[src/rtl/alc_pkg.sv]
package alc_pkg;

  typedef enum logic [1:0] {
    FN_LIMIT  = 2'b00,
    FN_ALC_R  = 2'b01,
    FN_ALC_L  = 2'b10,
    FN_ALC_ST = 2'b11
  } alc_fn_e;

  // Time codes above this value behave as this value.
  localparam logic [3:0] CODE_CAP = 4'd10;

  function automatic logic [3:0] cap_code(input logic [3:0] code);
    return (code > CODE_CAP) ? CODE_CAP : code;
  endfunction

endpackage

[src/rtl/alc_rst_sync.sv]
module alc_rst_sync (
  input  logic clk,
  input  logic rst_n,
  output logic rst_n_sync
);
  logic [1:0] sync_q;

  always_ff @(posedge clk or negedge rst_n) begin
    if (!rst_n) sync_q <= 2'b00;
    else        sync_q <= {sync_q[0], 1'b1};
  end

  assign rst_n_sync = sync_q[1];
endmodule

[src/rtl/alc_peak_cmp.sv]
module alc_peak_cmp #(
  parameter int SMP_W = 24
) (
  input  logic signed [SMP_W-1:0] sample,
  input  logic        [SMP_W-1:0] thr_over,
  input  logic        [SMP_W-1:0] thr_gate,
  output logic                    over,
  output logic                    quiet
);
  logic [SMP_W-1:0] mag;

  // Unsigned magnitude; the most negative value maps to 2^(SMP_W-1).
  always_comb begin
    mag   = sample[SMP_W-1] ? (~sample + 1'b1) : sample;
    over  = mag > thr_over;
    quiet = mag < thr_gate;
  end
endmodule

[src/rtl/alc_counter.sv]
module alc_counter #(
  parameter int W        = 8,
  parameter bit SATURATE = 1'b0
) (
  input  logic         clk,
  input  logic         rst_n,
  input  logic         clr,
  input  logic         inc,
  input  logic [W-1:0] limit,
  output logic         hit
);
  logic [W-1:0] cnt_q;
  logic [W-1:0] cnt_d;
  logic         cnt_en;

  generate
    if (SATURATE) begin : g_sat
      // Persistence counter: hit once limit events have been seen.
      always_comb begin
        hit    = cnt_q >= limit;
        cnt_en = clr | (inc & ~hit);
        cnt_d  = clr ? '0 : cnt_q + W'(1);
      end
    end else begin : g_tmr
      // Period timer: hit on the event that completes the period.
      logic [W:0] cnt_inc;
      always_comb begin
        cnt_inc = {1'b0, cnt_q} + (W+1)'(1);
        hit     = inc & (cnt_inc >= {1'b0, limit});
        cnt_en  = clr | inc;
        cnt_d   = (clr | hit) ? '0 : cnt_inc[W-1:0];
      end
    end
  endgenerate

  always_ff @(posedge clk or negedge rst_n) begin
    if (!rst_n)      cnt_q <= '0;
    else if (cnt_en) cnt_q <= cnt_d;
  end
endmodule

[src/rtl/alc_chan.sv]
module alc_chan #(
  parameter int GAIN_W   = 7,
  parameter int GAIN_MAX = 90,
  parameter int GAIN_NOM = 42,
  parameter int TIM_W    = 16
) (
  input  logic              clk,
  input  logic              rst_n,
  input  logic              active,
  input  logic              step,
  input  logic              lim,
  input  logic              gate_en,
  input  logic              over,
  input  logic              quiet,
  input  logic [TIM_W-1:0]  atk_len,
  input  logic [TIM_W-1:0]  dcy_len,
  input  logic [TIM_W-1:0]  hold_len,
  input  logic [TIM_W-1:0]  win_len,
  output logic [GAIN_W-1:0] gain
);
  localparam logic [GAIN_W-1:0] CODE_MAX = GAIN_W'(GAIN_MAX);
  localparam logic [GAIN_W-1:0] CODE_NOM = GAIN_W'(GAIN_NOM);

  logic [GAIN_W-1:0] gain_q, gain_d, ceil_code;
  logic              gain_en;
  logic smp_over, smp_under, gated, below_ceil, rise_ok;
  logic win_hit, hold_hit, atk_fire, dcy_fire;
  logic win_clr, win_inc, atk_clr, atk_inc;
  logic hold_clr, hold_inc, dcy_clr, dcy_inc;

  always_comb begin
    smp_over   = active & step & over;
    smp_under  = active & step & ~over;
    gated      = ~lim & gate_en & quiet;
    ceil_code  = lim ? CODE_NOM : CODE_MAX;
    below_ceil = gain_q < ceil_code;
    rise_ok    = smp_under & ~gated & (lim | hold_hit);

    win_clr  = ~active | smp_under;
    win_inc  = smp_over & lim;
    atk_clr  = ~active | smp_under;
    atk_inc  = smp_over & (~lim | win_hit);
    hold_clr = ~active | smp_over;
    hold_inc = smp_under & ~gated & ~lim;
    dcy_clr  = ~active | smp_over | (rise_ok & ~below_ceil);
    dcy_inc  = rise_ok & below_ceil;
  end

  alc_counter #(.W(TIM_W), .SATURATE(1'b1)) u_win (
    .clk(clk), .rst_n(rst_n), .clr(win_clr), .inc(win_inc),
    .limit(win_len), .hit(win_hit));

  alc_counter #(.W(TIM_W), .SATURATE(1'b0)) u_atk (
    .clk(clk), .rst_n(rst_n), .clr(atk_clr), .inc(atk_inc),
    .limit(atk_len), .hit(atk_fire));

  alc_counter #(.W(TIM_W), .SATURATE(1'b1)) u_hold (
    .clk(clk), .rst_n(rst_n), .clr(hold_clr), .inc(hold_inc),
    .limit(hold_len), .hit(hold_hit));

  alc_counter #(.W(TIM_W), .SATURATE(1'b0)) u_dcy (
    .clk(clk), .rst_n(rst_n), .clr(dcy_clr), .inc(dcy_inc),
    .limit(dcy_len), .hit(dcy_fire));

  // Next gain: one code down on attack expiry (floor 0), one up on decay.
  always_comb begin
    gain_en = 1'b0;
    gain_d  = gain_q;
    if (atk_fire && gain_q != '0) begin
      gain_en = 1'b1;
      gain_d  = gain_q - 1'b1;
    end else if (dcy_fire) begin
      gain_en = 1'b1;
      gain_d  = gain_q + 1'b1;
    end
  end

  always_ff @(posedge clk or negedge rst_n) begin
    if (!rst_n)       gain_q <= CODE_NOM;
    else if (gain_en) gain_q <= gain_d;
  end

  assign gain = gain_q;
endmodule

[src/rtl/alc_limiter.sv]
module alc_limiter #(
  parameter int SMP_W        = 24,
  parameter int GAIN_W       = 7,
  parameter int GAIN_MAX     = 90,
  parameter int GAIN_NOM     = 42,
  parameter int ALC_ATK_BASE = 100,
  parameter int ALC_DCY_BASE = 1608,
  parameter int LIM_ATK_BASE = 12,
  parameter int LIM_DCY_BASE = 58,
  parameter int HOLD_BASE    = 96,
  parameter int WIN_BASE     = 24,
  parameter int GATE_OFS     = 12
) (
  input  logic                    clk,
  input  logic                    rst_n,
  input  logic                    smp_valid,
  input  logic signed [SMP_W-1:0] smp_l,
  input  logic signed [SMP_W-1:0] smp_r,
  input  logic                    ctl_enable,
  input  logic [1:0]              ctl_func,
  input  logic [3:0]              ctl_target,
  input  logic [3:0]              ctl_attack,
  input  logic [3:0]              ctl_decay,
  input  logic [3:0]              ctl_hold,
  input  logic [2:0]              ctl_window,
  input  logic                    gate_enable,
  input  logic [2:0]              gate_level,
  output logic [GAIN_W-1:0]       gain_l,
  output logic [GAIN_W-1:0]       gain_r
);
  import alc_pkg::*;

  localparam int BASE_A   = (ALC_ATK_BASE > ALC_DCY_BASE) ? ALC_ATK_BASE : ALC_DCY_BASE;
  localparam int BASE_B   = (LIM_ATK_BASE > LIM_DCY_BASE) ? LIM_ATK_BASE : LIM_DCY_BASE;
  localparam int BASE_C   = (HOLD_BASE > WIN_BASE) ? HOLD_BASE : WIN_BASE;
  localparam int BASE_AB  = (BASE_A > BASE_B) ? BASE_A : BASE_B;
  localparam int BASE_MAX = (BASE_AB > BASE_C) ? BASE_AB : BASE_C;
  localparam int TIM_W    = $clog2(BASE_MAX + 1) + 12;
  localparam int NCH      = 2;
  localparam logic [SMP_W-1:0] HALF_SCALE = SMP_W'(1) << (SMP_W-2);
  localparam logic [SMP_W-1:0] FULL_SCALE = SMP_W'(1) << (SMP_W-1);

  logic                    rst_n_int;
  logic                    lim;
  logic [SMP_W-1:0]        thr_over, thr_gate;
  logic [5:0]              gate_shift;
  logic [TIM_W-1:0]        atk_len, dcy_len, hold_len, win_len;
  logic signed [SMP_W-1:0] smp_ch  [NCH];
  logic [GAIN_W-1:0]       gain_ch [NCH];

  alc_rst_sync u_rst (.clk(clk), .rst_n(rst_n), .rst_n_sync(rst_n_int));

  // Shared thresholds and period lengths derived from the controls.
  always_comb begin
    lim        = (alc_fn_e'(ctl_func) == FN_LIMIT);
    thr_over   = HALF_SCALE >> (4'd15 - ctl_target);
    gate_shift = 6'(gate_level) + 6'(GATE_OFS);
    thr_gate   = FULL_SCALE >> gate_shift;
    atk_len    = (lim ? TIM_W'(LIM_ATK_BASE) : TIM_W'(ALC_ATK_BASE)) << cap_code(ctl_attack);
    dcy_len    = (lim ? TIM_W'(LIM_DCY_BASE) : TIM_W'(ALC_DCY_BASE)) << cap_code(ctl_decay);
    hold_len   = TIM_W'(ctl_hold) * TIM_W'(HOLD_BASE);
    win_len    = TIM_W'(ctl_window) * TIM_W'(WIN_BASE);
  end

  assign smp_ch[0] = smp_l;
  assign smp_ch[1] = smp_r;

  generate
    for (genvar c = 0; c < NCH; c++) begin : g_ch
      localparam alc_fn_e MONO_FN = (c == 0) ? FN_ALC_L : FN_ALC_R;
      logic over, quiet, active;

      assign active = ctl_enable &
                      ((alc_fn_e'(ctl_func) == FN_LIMIT)  |
                       (alc_fn_e'(ctl_func) == FN_ALC_ST) |
                       (alc_fn_e'(ctl_func) == MONO_FN));

      alc_peak_cmp #(.SMP_W(SMP_W)) u_cmp (
        .sample(smp_ch[c]), .thr_over(thr_over), .thr_gate(thr_gate),
        .over(over), .quiet(quiet));

      alc_chan #(.GAIN_W(GAIN_W), .GAIN_MAX(GAIN_MAX), .GAIN_NOM(GAIN_NOM),
                 .TIM_W(TIM_W)) u_chan (
        .clk(clk), .rst_n(rst_n_int), .active(active), .step(smp_valid),
        .lim(lim), .gate_en(gate_enable), .over(over), .quiet(quiet),
        .atk_len(atk_len), .dcy_len(dcy_len), .hold_len(hold_len),
        .win_len(win_len), .gain(gain_ch[c]));
    end
  endgenerate

  assign gain_l = gain_ch[0];
  assign gain_r = gain_ch[1];
endmodule

[config.mk]
export PLATFORM = sky130hd
export DESIGN_NAME = alc_limiter
export DESIGN_NICKNAME = d
export VERILOG_FILES = /design/src/rtl/alc_pkg.sv /design/src/rtl/alc_rst_sync.sv /design/src/rtl/alc_peak_cmp.sv /design/src/rtl/alc_counter.sv /design/src/rtl/alc_chan.sv /design/src/rtl/alc_limiter.sv
export SDC_FILE = /design/constraint.sdc
export NUM_CORES = 1
export LEC_CHECK = 0
export BUFFER_PORTS_ARGS = -buffer_cell sky130_fd_sc_hd__clkbuf_2
export CAP_MARGIN = 30
export CORE_MARGIN = 2
export CORE_UTILIZATION = 60
export CTS_CLUSTER_SIZE = 8
export DETAILED_ROUTE_END_ITERATION = 16
export GPL_TIMING_DRIVEN = 1
export PLACE_DENSITY_LB_ADDON = 0.12
export RECOVER_POWER = 25
export SLEW_MARGIN = 20
export SYNTH_ARGS = -nofsm -noshare
export SYNTH_HDL_FRONTEND = slang
export SYNTH_SLANG_ARGS = --single-unit
export TNS_END_PERCENT = 1
[constraint.sdc]
create_clock -name clk -period 8.95 [get_ports clk]
set_clock_uncertainty 0.1 [all_clocks]
set_input_delay 0.895 -clock clk [delete_from_list [all_inputs] [get_ports clk]]
set_output_delay 0.895 -clock clk [all_outputs]
set_load 0.05 [all_outputs]
==> results of run 1 <==
[cell families after synthesis]
group,Yosys count,synth area share (%)
and+or+nand+nor,769,24.3
adders and majority gates,196,15.0
other,1,0.0226
xor gates and xnor gates,140,7.39
DFF,200,30.2
buffers and inverters,157,3.70
muxes,22,1.47
AOI/OAI and AO/OA,445,17.9
[layout make-up]
type,instances,area share [%]
repair buffers,111,3.37
well taps,341,2.38
flip-flops and latches,200,28.0
inverters,66,1.38
multi-input cells,1585,61.4
clock buffers,18,2.45
clock inverters,14,1.04
[flip-flops by register name, summed over array words and instances (netlist names)]
register / cells
g_ch.u_chan.u_hold.cnt_q: 46
g_ch.u_chan.u_dcy.cnt_q: 46
g_ch.u_chan.u_win.cnt_q: 46
g_ch.u_chan.u_atk.cnt_q: 46
g_ch.u_chan.gain: 14
u_rst.sync_q: 2
[layer usage]
metal / global-route usage, % / wire length [um] / vias to the layer above
li1: - / - / 7201
met1: 39.2 / 19200 / 7085
met2: 46.3 / 18900 / 421
met3: 4.26 / 2030 / 67
met4: 8.73 / 754 / 2
met5: 0 / 13 / -
[through the flow]
step	total power [mW]	util, %	cell area, sq um
4_1_cts	2.12	66.2	17900
3_5_place_dp	1.31	63.9	17300
2_1_floorplan	1.19	-	16600
6_report	2.12	66.3	17900
3_3_place_gp	1.29	63.8	17200
5_1_grt	2.21	66.3	17900
[power breakdown]
part	leakage, nW	switching, mW	internal [mW]
Sequential	2.76	0.00822	0.909
Clock	0.301	0.423	0.393
Combinational	5.12	0.251	0.131
[worst reg2reg max path, cell delays in order, from the launching register on]
cell and delay (ns):
dfrtp_1 0.63, clkbuf_1 2.26, clkbuf_1 1.18, clkbuf_1 1.83
[synth_stat cells (all sizes together), types with 12 or more instances]
master	n	area, sq um
clkbuf	69	259
nand4	40	250
or3	30	188
nor2b	14	87.6
nand2b	17	106
and2	63	394
nand3	98	490
nor4	36	240
nor2	119	447
xor2	47	412
a31oi	13	81.3
o21ai	110	551
a21o	33	248
a21oi	116	581
inv	64	240
and3	37	231
or4	24	191
nand2	176	661
nor3	57	297
xnor2	93	815
o31ai	29	231
ha	192	2400
or2	19	119
a221o	18	180
dfrtp	194	4850
buf	22	108
mux2i	12	120
[worst min path at each step]
| stage | startpoint | end | slack, ns |
|---|---|---|---|
| 5_1_grt | rst_n | u_rst.sync_q[1]$_DFF_PN0_ | 0.09 |
| 3_5_place_dp | u_rst.sync_q[0]$_DFF_PN0_ | u_rst.sync_q[1]$_DFF_PN0_ | 0.24 |
| 4_1_cts | rst_n | u_rst.sync_q[1]$_DFF_PN0_ | 0.09 |
| 6_report | u_rst.sync_q[1]$_DFF_PN0_ | g_ch[0].u_chan.u_win.cnt_q[14]$_DFFE_PN0P_ | 0.09 |
| 3_3_place_gp | u_rst.sync_q[0]$_DFF_PN0_ | u_rst.sync_q[1]$_DFF_PN0_ | 0.24 |
| 2_1_floorplan | u_rst.sync_q[0]$_DFF_PN0_ | u_rst.sync_q[1]$_DFF_PN0_ | 0.23 |
==> impl_results.md, run 1 <==
* Status: complete, but fails checks
* Failing checks: max-capacitance violations, max-slew violations
* Register area share after synthesis at 30.2%
* Pin count of the biggest net entering global routing at 71
* Area growth, synth to finish at 8.13%
* Worst setup path end: g_ch[1].u_chan.u_atk.cnt_q[6]$_DFFE_PN0P_
* Hold_ws at 0.0875 ns
* Startpoint type of the worst setup path: flop
* CTS Buf Count at 17
* Crit share post-route at 72.1%
* Post-DRT Antenna Nets at 0
* Max Cap Viol at 2
* Max FO, Critical Path at 58
* Initial antenna violation count at 1
* Commonest non-fill, non-tap cell in the layout: dfrtp_1
* CTS tree: done
* Starting density of the core at 61.4%
* Flops & latches, synth at 200
* Fin cells at 2335
* Levels on crit path at 3
* Vias in the first global route at 14.0k
* Die area at 0.0290 sq mm
* Slowest cell on crit path: clkbuf_1
* First-pass GRT wire length at 67700 um
* Remaining DRCs at 0
* Footprint of the multi-input gates at 0.0110 sq mm
* Clock transition at the registers of the reported paths at 0.09 ns
* Slew HR at -110%
* Register area at 0.00501 sq mm
* CP top delay family: buffers and inverters
* Die height at 170 um
* FF-to-FF path depth at 3
* Reg2reg end: g_ch[1].u_chan.u_atk.cnt_q[6]$_DFFE_PN0P_
* PnR worst setup slack at 2.50 ns
* Crit-path cells: clkbuf_1 -> clkbuf_1 -> clkbuf_1
* P_leak at 8.18 nW
* Crit Path Category: flop to async pin
* Hold Path Class: flop to async pin
* Gr usage total at 28.4%
* WL/cell at 17.5 um
* Worst Tran Pin Value at 3.15 ns
* Clk sinks at 200
* # rows at 60
* Post-CTS sizing at 0
* Via-to-Cell Ratio at 6.33
* PwrDens at 118 mW/mm^2
* I/O pin total at 91
* WP data arrival at 6.40 ns
* Slowest stage delay, CP at 2.26 ns
* Synth unique cells at 81
* Final Max Tran Viols at 106
* Layout cells sized above 1 at 9.38%
* Final Wtd Congestion at 0.891
* Fraction of registers with async set/reset at 100%
* Crit path time final at 6.45 ns
* Synth Cell Area at 0.0166 sq mm
* Max clock buf depth at 2
* Mapped Cells at 1930
* Post-synth EDFFs at 0
* Clock Latency Late Sink at 0.46 ns
* Post-CTS setup buffers at 0
* Avg Cell Area, Syn at 8.59 sq um
* Total wire length at 40900 um
* Total vias in the final route at 14.8k
* DP HPWL at 30800 um
* Final hold vios at 0
* Drt pass-1 iters at 7
* Maximum VDD drop at 0.136 mV
* Worst R2R Setup Slack at 2.50 ns
* DRT iter0 DRCs at 1122
* YS warnings at 0
* Port Buffers at 90
* Post-cts hold buffer count at 0
* Critical Path End Type: async pin
* Endpoints failing setup at 0
* RSZ-0062 raised after global routing: false
* Grt ovf at 0
* Commonest cells after routing, fill and taps aside: 194 x dfrtp_1, 192 x ha_1, 176 x nand2_1
* Core area at 0.0270 sq mm
* Achievable Freq at 155 MHz
* Worst path most repeated cell: clkbuf_1
* Crit path buffers/inverters at 3
* Placed instance count at 2296
* Critical Path RT at 8.90 ns
* Die width at 170 um
* Antenna Cells at 0
* FF-to-FF Start: u_rst.sync_q[1]$_DFF_PN0_
* CP startpoint: u_rst.sync_q[1]$_DFF_PN0_
* Top FF cell, synth: dfrtp_1
* Pre-CTS WS at 2.20 ns
* H-Tree Depth at 4
* Setup TNS at 0 ns
* Fill cells at 2236
* Final net count at 2254
* Clock root cell: clkbuf_16
No activity file was read; power rests on OpenSTA's default activity.
==> inputs of run 2 (changes only) <==
--- a/config.mk
+++ b/config.mk
@@ -5,10 +5,11 @@
 export SDC_FILE = /design/constraint.sdc
 export NUM_CORES = 1
 export LEC_CHECK = 0
+export ABC_AREA = 1
 export BUFFER_PORTS_ARGS = -buffer_cell sky130_fd_sc_hd__clkbuf_2
 export CAP_MARGIN = 30
 export CORE_MARGIN = 2
-export CORE_UTILIZATION = 60
+export CORE_UTILIZATION = 57
 export CTS_CLUSTER_SIZE = 8
 export DETAILED_ROUTE_END_ITERATION = 16
 export GPL_TIMING_DRIVEN = 1
==> constraint.sdc (replaced) <==
create_clock -name clk -period 5.7 [get_ports clk]
set_clock_uncertainty 0.1 [all_clocks]
set_input_delay 0.57 -clock clk [delete_from_list [all_inputs] [get_ports clk]]
set_output_delay 0.57 -clock clk [all_outputs]
set_load 0.05 [all_outputs]
==> impl_results.md, run 2 <==
* Worst setup path end: g_ch[0].u_chan.gain[6]$_DFFE_PN0P_
* Post-Route Utilization at 62.4% (-3.9 points)
* Crit Path Category: flop to flop
* Achievable Freq at 207 MHz (+34%)
* Fin cells at 2862 (+23%)
* FF-to-FF path depth at 32 (+29)
* Pre-CTS WS at 0.814 ns (-1.39 ns)
* Final hold vios at 0 (unchanged)
* Fraction of registers with async set/reset at 100% (unchanged)
* Final net count at 2732 (+21%)
* CTS Buf Count at 17 (unchanged)
* Reg2reg end: g_ch[0].u_chan.gain[6]$_DFFE_PN0P_
* Starting density of the core at 57.4% (-3.9 points)
* Layout cells sized above 1 at 8.33% (-1.0 points)
* Area growth, synth to finish at 8.73%
* Commonest non-fill, non-tap cell in the layout: nand2_1
* Synth unique cells at 56 (-31%)
* Failing checks: max-capacitance violations, max-slew violations
* CP startpoint: g_ch[0].u_chan.u_atk.cnt_q[0]$_DFFE_PN0P_
* Post-CTS sizing at 0 (unchanged)
* Slowest stage delay, CP at 0.42 ns (-1.84 ns)
* Flops & latches, synth at 200 (unchanged)
* Via-to-Cell Ratio at 5.49 (-13%)
* Mapped Cells at 2366 (+23%)
* Worst path most repeated cell: nand2_1
* Worst R2R Setup Slack at 0.87 ns (-1.63 ns)
* Remaining DRCs at 0 (unchanged)
* Clock root cell: clkbuf_16
* Die height at 176 um (+3.6%)
* Final Wtd Congestion at 0.922 (+3.5%)
* Post-synth top area share at 28.7% (-0.61 points)
* Crit path buffers/inverters at 4 (+1)
* Max Cap Viol at 2 (unchanged)
* Die area at 0.0311 sq mm (+7.3%)
* Max clock buf depth at 2 (unchanged)
* Status: complete, but fails checks
* Slew HR at -64.4% (+46 points)
* P_leak at 9.21 nW (+13%)
* Avg Cell Area, Syn at 7.16 sq um (-17%)
* CP top delay family: simple AND/OR/NAND/NOR gates
* Register area share after synthesis at 29.6% (-0.63 points)
* WL/cell at 14.6 um (-16%)
* Endpoints failing setup at 0 (unchanged)
* Hold Path Class: flop to flop
* PwrDens at 188 mW/mm^2 (+59%)
* Yosys top cell by area: dfrtp_1
* Clk sinks at 200 (unchanged)
* YS warnings at 0 (unchanged)
* Antenna Cells at 0 (unchanged)
* Grt ovf at 0 (unchanged)
* Setup TNS at 0 ns (unchanged)
* Post-DRT Antenna Nets at 0 (unchanged)
* Overall Power at 3.46 mW (+63%)
* CTS tree: done
* Die width at 176 um (+3.6%)
* Pin count of the biggest net entering global routing at 137 (+93%)
* Levels on crit path at 32 (+29)
* Count leader, synth: nand2_1
* Placed instance count at 2829 (+23%)
* Core area at 0.0295 sq mm (+9.1%)
* Post-CTS setup buffers at 0 (unchanged)
* Hold_ws at 0.253 ns (+0.166 ns)
* Synth Cell Area at 0.0169 sq mm (+2.1%)
* Slowest cell on crit path: dfrtp_1
* FF-to-FF Start: g_ch[0].u_chan.u_atk.cnt_q[0]$_DFFE_PN0P_
* Footprint of the multi-input gates at 0.0103 sq mm (-6.3%)
* DRT iter0 DRCs at 1050 (-6.4%)
* Gr usage total at 27.5% (-0.92 points)
* Critical Path End Type: flop
* Initial antenna violation count at 0 (-1)
* Startpoint type of the worst setup path: flop
* Commonest cells after routing, fill and taps aside: 468 x nand2_1, 377 x inv_1, 249 x nor2_1
* Max FO, Critical Path at 5 (-91%)
* Total vias in the final route at 15.7k (+6.3%)
* I/O pin total at 91 (unchanged)
* Crit path time final at 4.83 ns (-1.62 ns)
* First-pass GRT wire length at 70100 um (+3.6%)
* Post-route cell area at 0.0184 sq mm (+2.7%)
* DP HPWL at 32600 um (+5.9%)
* Top FF cell, synth: dfrtp_1
* H-Tree Depth at 4 (unchanged)
* Total wire length at 41900 um (+2.5%)
* Worst Tran Pin Value at 2.47 ns (-0.686 ns)
* Vias in the first global route at 15.0k (+7.1%)
* PnR worst setup slack at 0.871 ns (-1.63 ns)
* Clock transition at the registers of the reported paths at 0.08 ns (about the same)
* Critical Path RT at 5.95 ns (-2.95 ns)
* Crit share post-route at 84.7% (+13 points)
* Fill cells at 2754 (+23%)
* RSZ-0062 raised after global routing: false
* Clock Latency Late Sink at 0.46 ns (about the same)
* Post-synth EDFFs at 0 (unchanged)
* Port Buffers at 90 (unchanged)
* Synth top cells by count: 468 x nand2_1, 377 x inv_1, 249 x nor2_1
* Cell area after placement at 0.0178 sq mm (+3.1%)
* Drt pass-1 iters at 6 (-1)
* Synth area leaders: dfrtp_1 29%, ha_1 14%, nand2_1 10%, inv_1 8.4%, nor2_1 5.5%
* # rows at 63 (+5.0%)
* Register area at 0.00501 sq mm (unchanged)
* Final Max Tran Viols at 201 (+90%)
* WP data arrival at 5.08 ns (-1.32 ns)
* Maximum VDD drop at 0.213 mV (+57%)
[run 2: cells by family (layout without fill, tap and decap cells)]
logic type               count (synthesis)  count (layout)  synth area share (%)
adder cells (fa/ha/maj)                196             196                  14.7
AND/OR/NAND/NOR                       1135            1135                  30.3
buffers and inverters                  425             519                  9.74
other                                    1              13                0.0221
XOR/XNOR                               105             105                  5.52
AO/OA/AOI/OAI                          304             304                  10.1
flip-flops                             200             200                  29.6
[run 2: what timing repair did]
item	in CTS	in global routing
hold buffers	1	0
setup endpoints to repair	0	0
endpoints found under the hold margin	2	0
[run 2: worst min path at each step]
stage | startpoint | end | slack, ns | cells past startpoint
after floorplan | rst_n | u_rst.sync_q[0]$_DFF_PN0_ | 0.17 | 0
after global placement | u_rst.sync_q[0]$_DFF_PN0_ | u_rst.sync_q[1]$_DFF_PN0_ | 0.23 | 0
after detailed placement | u_rst.sync_q[0]$_DFF_PN0_ | u_rst.sync_q[1]$_DFF_PN0_ | 0.24 | 0
after CTS | u_rst.sync_q[0]$_DFF_PN0_ | u_rst.sync_q[1]$_DFF_PN0_ | 0.26 | 0
after global routing | u_rst.sync_q[0]$_DFF_PN0_ | u_rst.sync_q[1]$_DFF_PN0_ | 0.26 | 0
final | u_rst.sync_q[0]$_DFF_PN0_ | u_rst.sync_q[1]$_DFF_PN0_ | 0.25 | 0
[run 2: final cells by class]
cell class                 instances  area share, %
tap                              390           2.65
clock inverter                    15           1.07
timing repair buffer             100           2.81
sequential                       200           27.2
clock buffer                      17           2.31
inverter                         387           7.89
multi-input combinational       1753           56.0
[run 2: report_power, final]
| part | internal, mW | leakage [nW] | switching [mW] |
|---|---|---|---|
| sequential | 1.44 | 2.75 | 0.0326 |
| clock | 0.641 | 0.303 | 0.656 |
| combinational | 0.219 | 6.15 | 0.466 |
[run 2: layer usage]
metal | share of wire [%] | track usage, % | up-vias
li1 | - | - | 7966
met1 | 46 | 37.0 | 7306
met2 | 47 | 46.6 | 382
met3 | 4.3 | 3.66 | 60
met4 | 2.1 | 7.75 | 0
met5 | 0 | 0 | -
[run 2: worst reg2reg max path: cells and delay by family, from the launching register on]
family	cells	cell delay, ns
fa+ha+maj	2	0.61
simple gates	21	2.60
buf+inv	4	0.38
xor+xnor	1	0.20
flops	1	0.42
compound gates	4	0.42
==> inputs of run 3 (changes only) <==
--- a/config.mk
+++ b/config.mk
@@ -5,7 +5,7 @@
 export SDC_FILE = /design/constraint.sdc
 export NUM_CORES = 1
 export LEC_CHECK = 0
-export ABC_AREA = 1
+export ABC_AREA = 0
 export BUFFER_PORTS_ARGS = -buffer_cell sky130_fd_sc_hd__clkbuf_2
 export CAP_MARGIN = 30
 export CORE_MARGIN = 2
==> constraint.sdc (replaced) <==
create_clock -name clk -period 4.25 [get_ports clk]
set_clock_uncertainty 0.1 [all_clocks]
set_input_delay 0.425 -clock clk [delete_from_list [all_inputs] [get_ports clk]]
set_output_delay 0.425 -clock clk [all_outputs]
set_load 0.05 [all_outputs]
==> impl_results.md, run 3 (same netlist as run 1, synthesis figures left out) <==
* Slowest cell on crit path: or4_4
* Met1 Use GR at 39.7% (+2.8 points)
* FF-to-FF Start: g_ch[0].u_chan.u_atk.cnt_q[0]$_DFFE_PN0P_
* Worst Tran Pin Value at 2.38 ns (-0.0881 ns)
* Antenna Cells at 0 (unchanged)
* Maximum VDD drop at 0.302 mV (+41%)
* Clock root cell: clkbuf_16
* Final Max Tran Viols at 59 (-71%)
* Die area at 0.0305 sq mm (-2.0%)
* Commonest cells after routing, fill and taps aside: 357 x buf_4, 193 x dfrtp_1, 190 x ha_1
* Crit path time final at 4.80 ns
* Post-DRT Antenna Nets at 0 (unchanged)
* Slowest stage delay, CP at 0.53 ns (+0.11 ns)
* CP startpoint: smp_r[3]
* Die height at 175 um (-1.0%)
* Crit share post-route at 113%
* Startpoint type of the worst setup path: input port
* GRT Max-Usage Layer: met2
* Total vias in the final route at 16.2k (+3.3%)
* Levels on crit path at 23 (-28%)
* Layout cells sized above 1 at 26.2% (+18 points)
* CTS tree: done
* Critical Path End Type: flop
* Psw at 1.48 mW (+28%)
* Final hold vios at 0 (unchanged)
* H-Tree Depth at 4 (unchanged)
* Status: complete, but fails checks
* Crit path buffers/inverters at 3 (-1)
* Pin count of the biggest net entering global routing at 76 (-45%)
* Vias in the first global route at 16.3k (+8.7%)
* Area growth, synth to finish at 27.2%
* Worst R2R Setup Slack at -0.52 ns (-1.39 ns)
* First-pass GRT wire length at 77700 um (+11%)
* Cell area after placement at 0.0200 sq mm (+12%)
* Core area at 0.0287 sq mm (-2.6%)
* Crit-path cells: clkbuf_2 -> or4_4 -> buf_6 -> nor3_4 -> nand2_2 -> o21ai_2 -> xnor2_1 -> ha_1 -> nand4_1 -> nor3_1 -> a2111oi_1 -> or4_4 -> a211o_4 -> or3_4 -> inv_2 -> ha_1 -> a21o_1 -> a21oi_2 -> o21bai_1 -> a21o_1 -> nor4_2 -> a31oi_1 -> xnor2_1
* WL/cell at 17.0 um (+16%)
* CTS Buf Count at 17 (unchanged)
* Grt ovf at 0 (unchanged)
* WP data arrival at 5.04 ns (-0.04 ns)
* I/O pin total at 91 (unchanged)
* Port Buffers at 90 (unchanged)
* Switching share of power at 31.4% (-2.0 points)
* Failing checks: max-capacitance violations, max-slew violations, negative setup slack
* CP top delay family: simple AND/OR/NAND/NOR gates
* Clk sinks at 200 (unchanged)
* Gr usage total at 31.1% (+3.6 points)
* FF-to-FF path depth at 22 (-31%)
* DRT iter0 DRCs at 1128 (+7.4%)
* P_leak at 9.98 nW (+8.4%)
* PwrDens at 223 mW/mm^2 (+19%)
* Grt met2 use at 53.1% (+6.5 points)
* Max Cap Viol at 1 (-1)
* Clock transition at the registers of the reported paths at 0.07 ns (about the same)
* Overall Power at 4.71 mW (+36%)
* Starting density of the core at 57.8% (+0.34 points)
* Commonest non-fill, non-tap cell in the layout: buf_4
* Crit Path Category: input port to flop
* Slew HR at -58.5% (+5.9 points)
* Final Wtd Congestion at 0.941 (+2.0%)
* Critical Path RT at 4.49 ns (-1.46 ns)
* Clock Latency Late Sink at 0.47 ns (about the same)
* Achievable Freq at 208 MHz
* Post-route cell area at 0.0211 sq mm (+15%)
* Via-to-Cell Ratio at 5.94 (+8.2%)
* Clk pwr share at 36.0% (-1.5 points)
* Initial antenna violation count at 1 (+1)
* Max FO, Critical Path at 6 (+1)
* Total wire length at 46400 um (+11%)
* Final net count at 2607 (-4.6%)
* Die width at 175 um (-1.0%)
* Worst setup path end: g_ch[1].u_chan.gain[6]$_DFFE_PN0P_
* Reg2reg end: g_ch[0].u_chan.gain[6]$_DFFE_PN0P_
* # rows at 62 (-1.6%)
* Drt pass-1 iters at 5 (-1)
* Grt met3 use at 4.83% (+1.2 points)
* Hold Path Class: input port to async pin
* PnR worst setup slack at -0.549 ns (-1.42 ns)
* Internal at 3.23 mW (+40%)
* Endpoints failing setup at 87 (+87)
* RSZ-0062 raised after global routing: true
* Comb pwr share at 22.8% (+3.0 points)
* DP HPWL at 34900 um (+7.0%)
* Remaining DRCs at 0 (unchanged)
* Max clock buf depth at 2 (unchanged)
* Sequential fraction of design power at 41.2% (-1.5 points)
## run 3: what timing repair did
action                                  4_1_cts  5_1_grt
buffers inserted                              6        5
pin swaps                                    21       21
endpoints found under the setup margin      110      140
hold endpoints to repair                      2        0
hold buffers                                  1        0
resized for setup                            57       43
## run 3: worst reg2reg max path, stage by stage, from the launching register on
cell and delay (ns):
dfrtp_1 0.41, ha_4 0.16, nand3_2 0.10, or4_4 0.44, or3_4 0.41, buf_4 0.15
xnor2_1 0.12, ha_1 0.21, a21o_1 0.16, a21o_1 0.18, a211o_1 0.29, a221oi_4 0.32
and4_4 0.33, nor4_4 0.08, inv_1 0.11, fa_2 0.20, inv_1 0.05, a21oi_2 0.13
o21bai_1 0.10, a21o_1 0.17, a21oi_2 0.14, mux2i_1 0.22, xnor2_1 0.13
## run 3: metrics by stage
step                      utilization (%)  setup WS (ns)  std cells  hold WS, ns  setup TNS (ns)
after CTS                            72.8         -0.514       2725        0.158           -8.62
after floorplan                         -          -1.25       1942       0.0294          -66.69
after global routing                 73.5         -0.812       2731        0.168          -26.55
after detailed placement             69.7          -1.28       2686        0.113          -97.52
after global placement               69.7          -1.14       2686        0.111          -79.13
final                                73.5         -0.549       2731        0.166          -12.25
## run 3: area by class of cell
type	count	area (sq um)
multi-input cells	1585	11400
well taps	384	480
flip-flops and latches	200	5010
repair buffers	464	3370
clock buffers	18	429
inverters	66	248
clock inverters	14	160
fillers	2158	7600
## run 3: worst min path at each step
stage,from,end,slack (ns),cells past startpoint
after floorplan,rst_n,u_rst.sync_q[0]$_DFF_PN0_,0.03,0
after global placement,rst_n,u_rst.sync_q[0]$_DFF_PN0_,0.11,1
after detailed placement,rst_n,u_rst.sync_q[0]$_DFF_PN0_,0.11,1
after CTS,rst_n,u_rst.sync_q[1]$_DFF_PN0_,0.16,2
after global routing,rst_n,u_rst.sync_q[1]$_DFF_PN0_,0.17,2
final,rst_n,u_rst.sync_q[1]$_DFF_PN0_,0.17,2
## run 3: per-layer routing
metal / vias up / part of all wire [%] / wire (um)
li1: 7913 / - / -
met1: 7765 / 44 / 20500
met2: 446 / 48 / 22200
met3: 100 / 4.8 / 2210
met4: 2 / 3.1 / 1430
met5: - / 0.041 / 19
## run 3: power by group through the flow
| stage | clock [mW] | sequential, mW | combinational, mW |
|---|---|---|---|
| finish | 1.70 | 1.94 | 1.07 |
| global route | 1.80 | 1.95 | 1.18 |
| CTS | 1.73 | 1.94 | 1.05 |
| detailed placement | 0 | 1.98 | 1.01 |
| global placement | 0 | 1.98 | 0.977 |
| floorplan | 0 | 2.01 | 0.504 |
